--- src/rtl/lane_pkg.sv ---
`timescale 1ns/1ps
package lane_pkg;
  localparam int LANES = 2;

  typedef struct packed {
    logic [3:0] csSel;      // active-high bank selects
    logic       rdEvenOut;  // even lane -> output bus
    logic       rdEvenIn;   // even lane -> input bus
    logic       rdOddIn;    // odd lane -> input bus
    logic       ack;        // wide transfer acknowledged
    logic       wantOddIn;  // odd lane should take input-bus data
  } laneStrobes_t;

  typedef enum logic {SRC_OUTBUS = 1'b0, SRC_INBUS = 1'b1} oddSrc_t;
endpackage

--- src/rtl/lane_decode.sv ---
`timescale 1ns/1ps
module lane_decode
  import lane_pkg::*;
#(
  parameter int PAIRS = 2
) (
  input  logic [$clog2(PAIRS*LANES)-1:0] addrTop,
  input  logic                           addrLsb,
  input  logic                           earlySel,
  input  logic                           qualSel,
  input  logic                           phantom,
  input  logic                           readStrobe,
  input  logic                           wideReqN,
  input  logic                           interleaved,
  input  logic                           wideEn,
  output laneStrobes_t                   strobes
);
  localparam int NUM_CS = PAIRS * LANES;
  localparam int SEL_W  = $clog2(NUM_CS);

  logic wideLive;
  logic evenLane;
  logic oddLane;
  logic csGate;
  logic rdGate;
  logic [SEL_W-2:0] pairIdx;

  // A wide request is honoured only when the strap allows it and lanes are paired.
  assign wideLive = interleaved && wideEn && !wideReqN;
  assign pairIdx  = addrTop[SEL_W-1:1];
  assign csGate   = earlySel && !phantom;
  assign rdGate   = readStrobe && qualSel && !phantom;

  always_comb begin
    if (interleaved) begin
      evenLane = wideLive || !addrLsb;
      oddLane  = wideLive ||  addrLsb;
    end else begin
      evenLane = !addrTop[0];
      oddLane  =  addrTop[0];
    end
  end

  for (genvar b = 0; b < NUM_CS; b++) begin : g_cs
    localparam int PAIR_OF = b / LANES;
    localparam bit IS_ODD  = (b % LANES) == 1;
    always_comb begin
      strobes.csSel[b] = csGate && (pairIdx == PAIR_OF[SEL_W-2:0]) &&
                         (IS_ODD ? oddLane : evenLane);
    end
  end

  always_comb begin
    strobes.rdEvenOut = rdGate && wideLive;
    strobes.rdEvenIn  = rdGate && !wideLive && evenLane;
    strobes.rdOddIn   = rdGate && oddLane;
    strobes.ack       = qualSel && !phantom && wideLive;
    strobes.wantOddIn = wideLive;
  end
endmodule

--- src/rtl/lane_wrseq.sv ---
`timescale 1ns/1ps
module lane_wrseq
  import lane_pkg::*;
(
  input  logic         clk,
  input  logic         rstN,
  input  laneStrobes_t strobes,
  output logic         oddFromOut,
  output logic         oddFromIn
);
  oddSrc_t curSrc;
  oddSrc_t wantSrc;
  logic    gapOn;

  assign wantSrc = strobes.wantOddIn ? SRC_INBUS : SRC_OUTBUS;

  // A change first opens a one-clock gap, then the new source is enabled.
  always_ff @(posedge clk or negedge rstN) begin
    if (!rstN) begin
      curSrc <= SRC_OUTBUS;
      gapOn  <= 1'b0;
    end else if (gapOn) begin
      gapOn  <= 1'b0;
    end else if (wantSrc != curSrc) begin
      curSrc <= wantSrc;
      gapOn  <= 1'b1;
    end
  end

  assign oddFromOut = !gapOn && (curSrc == SRC_OUTBUS);
  assign oddFromIn  = !gapOn && (curSrc == SRC_INBUS);
endmodule

--- src/rtl/lane_steer.sv ---
`timescale 1ns/1ps
module lane_steer
  import lane_pkg::*;
#(
  parameter int PAIRS = 2
) (
  input  logic                           clk,
  input  logic                           rstN,
  input  logic [$clog2(PAIRS*LANES)-1:0] addrTop,
  input  logic                           addrLsb,
  input  logic                           earlySel,
  input  logic                           qualSel,
  input  logic                           phantom,
  input  logic                           readStrobe,
  input  logic                           wideReqN,
  input  logic                           interleaved,
  input  logic                           wideEn,
  output logic [PAIRS*LANES-1:0]         csN,
  output logic                           rdEvenOutN,
  output logic                           rdEvenInN,
  output logic                           rdOddInN,
  output logic                           wrOddFromOutN,
  output logic                           wrOddFromInN,
  output logic                           wideAckN
);
  laneStrobes_t strobes;
  logic oddFromOut;
  logic oddFromIn;

  lane_decode #(.PAIRS(PAIRS)) u_decode (
    .addrTop(addrTop), .addrLsb(addrLsb), .earlySel(earlySel),
    .qualSel(qualSel), .phantom(phantom), .readStrobe(readStrobe),
    .wideReqN(wideReqN), .interleaved(interleaved), .wideEn(wideEn),
    .strobes(strobes)
  );

  lane_wrseq u_wrseq (
    .clk(clk), .rstN(rstN), .strobes(strobes),
    .oddFromOut(oddFromOut), .oddFromIn(oddFromIn)
  );

  assign csN           = ~strobes.csSel[PAIRS*LANES-1:0];
  assign rdEvenOutN    = ~strobes.rdEvenOut;
  assign rdEvenInN     = ~strobes.rdEvenIn;
  assign rdOddInN      = ~strobes.rdOddIn;
  assign wideAckN      = ~strobes.ack;
  assign wrOddFromOutN = ~oddFromOut;
  assign wrOddFromInN  = ~oddFromIn;
endmodule

--- config.mk ---
export PLATFORM = sky130hd
export DESIGN_NAME = lane_steer
export DESIGN_NICKNAME = d
export VERILOG_FILES = /design/src/rtl/lane_pkg.sv /design/src/rtl/lane_decode.sv /design/src/rtl/lane_wrseq.sv /design/src/rtl/lane_steer.sv
export SDC_FILE = /design/constraint.sdc
export NUM_CORES = 1
export LEC_CHECK = 0
export ABC_AREA = 0
export BUFFER_PORTS_ARGS = -buffer_cell sky130_fd_sc_hd__buf_2
export CELL_PAD_IN_SITES_DETAIL_PLACEMENT = 1
export CELL_PAD_IN_SITES_GLOBAL_PLACEMENT = 1
export CORE_AREA = 2 2 39 41
export CTS_CLUSTER_SIZE = 14
export DETAILED_ROUTE_END_ITERATION = 10
export DIE_AREA = 0 0 41 43
export GPL_TIMING_DRIVEN = 0
export HOLD_SLACK_MARGIN = 0.05
export PLACE_DENSITY_LB_ADDON = 0.1
export SYNTH_ARGS = -nofsm -noshare
export SYNTH_HDL_FRONTEND = slang
export SYNTH_SLANG_ARGS = --single-unit
--- constraint.sdc ---
create_clock -name clk -period 1 [get_ports clk]
set_input_delay 0.15 -clock clk [delete_from_list [all_inputs] [get_ports clk]]
set_output_delay 0.15 -clock clk [all_outputs]
set_load 0.01 [all_outputs]
==> run summary <==
### Global route
• overall track demand over capacity in global routing: 9.04%
• wire length of the first global-routing pass: 1060 um
• maximum number of pins on one net before global-route repair: 6
• grt total ovfl: 0
• via count of the first global-routing pass: 277
• initial antenna violation count: 0

### Yosys
• mean post-synth cell area: 7.02 sq um
• Mapped Nets: 40
• fraction of registers with async set or reset after synthesis: 100%
• number of enable flip-flop cells after synthesis: 0
• post-synthesis instance area: 196 sq um
• number of warnings reported in the yosys synthesis log: 0
• most frequent cell after synthesis: nand2_1
• synthesized flop and latch total: 2
• flip-flop cell with the highest count after synthesis: dfrtp_1
• leading post-synthesis cells by instance count: 8 x nand2_1, 3 x nor2_1, 2 x a31oi_1, 2 x dfrtp_1, 2 x nand2b_1
• part of the Yosys area used for sequential elements: 25.5%
• synth unique cells: 16
• top cell type by total area after synthesis: dfrtp_1
• post-synthesis cell count: 28
• fraction of post-synthesis cell area in the top cell type by area: 25.5%
• top area cells in the synthesized netlist: dfrtp_1 25%, nand2_1 15%, nand2b_4 7.0%

### Timing
• clock period minus worst slack: 1.13 ns
• number of pins with negative max-slew slack in the final report: 0
• final hold violation count: 0
• worst setup margin: -0.130 ns
• worst slew pin tran: 0.239 ns
• Worst Hold Margin: 0.263 ns
• RSZ-0062 raised after global routing: yes
• Rel. slew slack: 84.0%
• fmax: 885 MHz
• Final period util: 113%
• Setup Skew: 0.00122 ns
• final setup violation count: 2

### Detailed routing
• remaining antenna violation count: 0
• final routed wire length divided by cell count: 9.77 um
• via total after detailed routing: 284
• Post-route DRC: 0
• wire length after detailed routing: 684 um
• via count normalized by instance count: 4.06
• first-iteration detailed-routing DRC count: 0
• Pre-Repair DR Iteration Count: 1

### Floorplanning
• Initial Util: 14.2%
• IO Count: 22
• y dimension of the die: 43 um
• number of standard-cell rows in the floorplan: 14
• overall die width: 41 um
• floorplan die area: 0.00176 sq mm
• core area: 0.00138 sq mm

### Worst setup path
• maximum fanout along the worst path: 4
• Worst path max stage delay: 0.39 ns
• first element of the critical path: u_wrseq.gapOn
• reg-to-reg endpoint: u_wrseq.gapOn
• cell chain of the critical path: or2_4 > buf_6
• Data required, critical path: 0.85 ns
• arrival time at the worst endpoint: 0.98 ns
• register-to-register path setup slack: 0.15 ns
• crit path capture type: output port
• Worst Setup EP: wrOddFromOutN
• R2R cell count: 2
• slowest cell on the critical path: dfrtp_1
• Critical Path Start Type: flop
• Crit Reg-Reg Startpoint: u_wrseq.gapOn
• Critical Setup Path Class: reg2out

### Finish
• ANT cells: 0
• Area growth syn-to-layout: 110%
• Nets: 68
• ratio of cells with drive above 1 in the final layout: 57.4%

### Power
• areal power density over the cells: 979 mW/mm^2
• maximum vdd ir drop: 0.000255 V
• Power Total: 404 uW
• leakage power: 0.196 nW

### Outcome
• failing checks: negative setup slack
• status: complete, but fails checks

### Placement
• count of buffers inserted at the top-level ports: 21
• final estimated routing congestion in global placement: 0.519
• detailed placement HPWL: 588 um

### Worst hold path
• path type of the worst min-delay path: in2async

### Clocking
• number of clock buffers inserted by TritonCTS: 3
• TritonCTS clock tree: yes
• clock latency at the later pin of the worst-skew pair: 0.22 ns
• buffer levels on the longest clock path: 2
• sink count of the clock tree: 2
• cell at the root of the clock tree: clkbuf_4
• H-tree levels: 1
• clock slew at reported path FFs: 0.03 ns

### Flow run
• Max Cap Violations: 0

## kinds of logic (layout without fill, tap and decap cells)
group                  after synthesis  count (layout)  synth area share, %
buffers and inverters                2              28                 3.82
AND/OR/NAND/NOR                     20              20                 56.7
multiplexers                         1               1                 5.10
flip-flops                           2               2                 25.5
AO/OA/AOI/OAI                        3               3                 8.91
## area by class of cell
cell class / count / area (sq um)
well taps: 16 / 20.0
clock buffers: 3 / 22.5
fillers: 171 / 971
multi-input cells: 24 / 174
repair buffers: 23 / 139
inverters: 2 / 7.51
flip-flops and latches: 2 / 50.0
## critical path, delay by kind of cell (launching register included)
family / cells / cell delay (ns)
AND/OR/NAND/NOR: 1 / 0.25
buffers and inverters: 1 / 0.12
flip-flops: 1 / 0.39
## per-layer routing
metal	track usage, %	vias up	wire length [um]
met1	9.00	128	266
met4	6.00	0	0
li1	-	144	-
met2	14.7	12	375
met3	3.14	0	41
met5	0	-	0
## what timing repair did
action / CTS / global route
setup buffers: 1 / 0
pin swaps: 1 / 0
endpoints found under the hold margin: 2 / 0
setup endpoints to repair: 8 / 5
hold buffers: 1 / 0
gates resized for setup: 7 / 3
## power by group
part           internal [mW]  switching [mW]
sequential            0.0882         0.00532
clock                  0.132          0.0396
combinational         0.0765          0.0629
## sequential cells by signal, indices dropped and copies added (netlist names)
| register | count |
|---|---|
| u_wrseq.curSrc | 1 |
| u_wrseq.gapOn | 1 |
## worst min path at each step
| stage | endpoint | start | depth (start not counted) |
|---|---|---|---|
| after floorplan | u_wrseq.curSrc | rstN | 0 |
| after global placement | u_wrseq.curSrc | rstN | 1 |
| after detailed placement | u_wrseq.gapOn | rstN | 1 |
| after CTS | u_wrseq.curSrc | rstN | 2 |
| after global routing | u_wrseq.curSrc | rstN | 2 |
| final | u_wrseq.curSrc | rstN | 2 |
## through the flow
step	setup WS [ns]	std cells	TNS (ns)	area, sq um	util, %
floorplan	0.112	28	0	196	-
CTS	-0.139	70	-0.244	398	28.8
global route	-0.158	70	-0.324	413	29.8
global placement	-0.112	65	-0.321	322	23.2
finish	-0.130	70	-0.224	413	29.8
detailed placement	-0.116	65	-0.416	322	23.2
## cells in the final DEF, fill, tap and decap left out, drive strengths merged, types with 2 or more instances in the layout
cell / n
a31oi: 2
buf: 22
clkbuf: 3
dfrtp: 2
inv: 2
nand2: 8
nand2b: 3
nor2: 3
or2: 2
(Power assumes the default switching activity.)
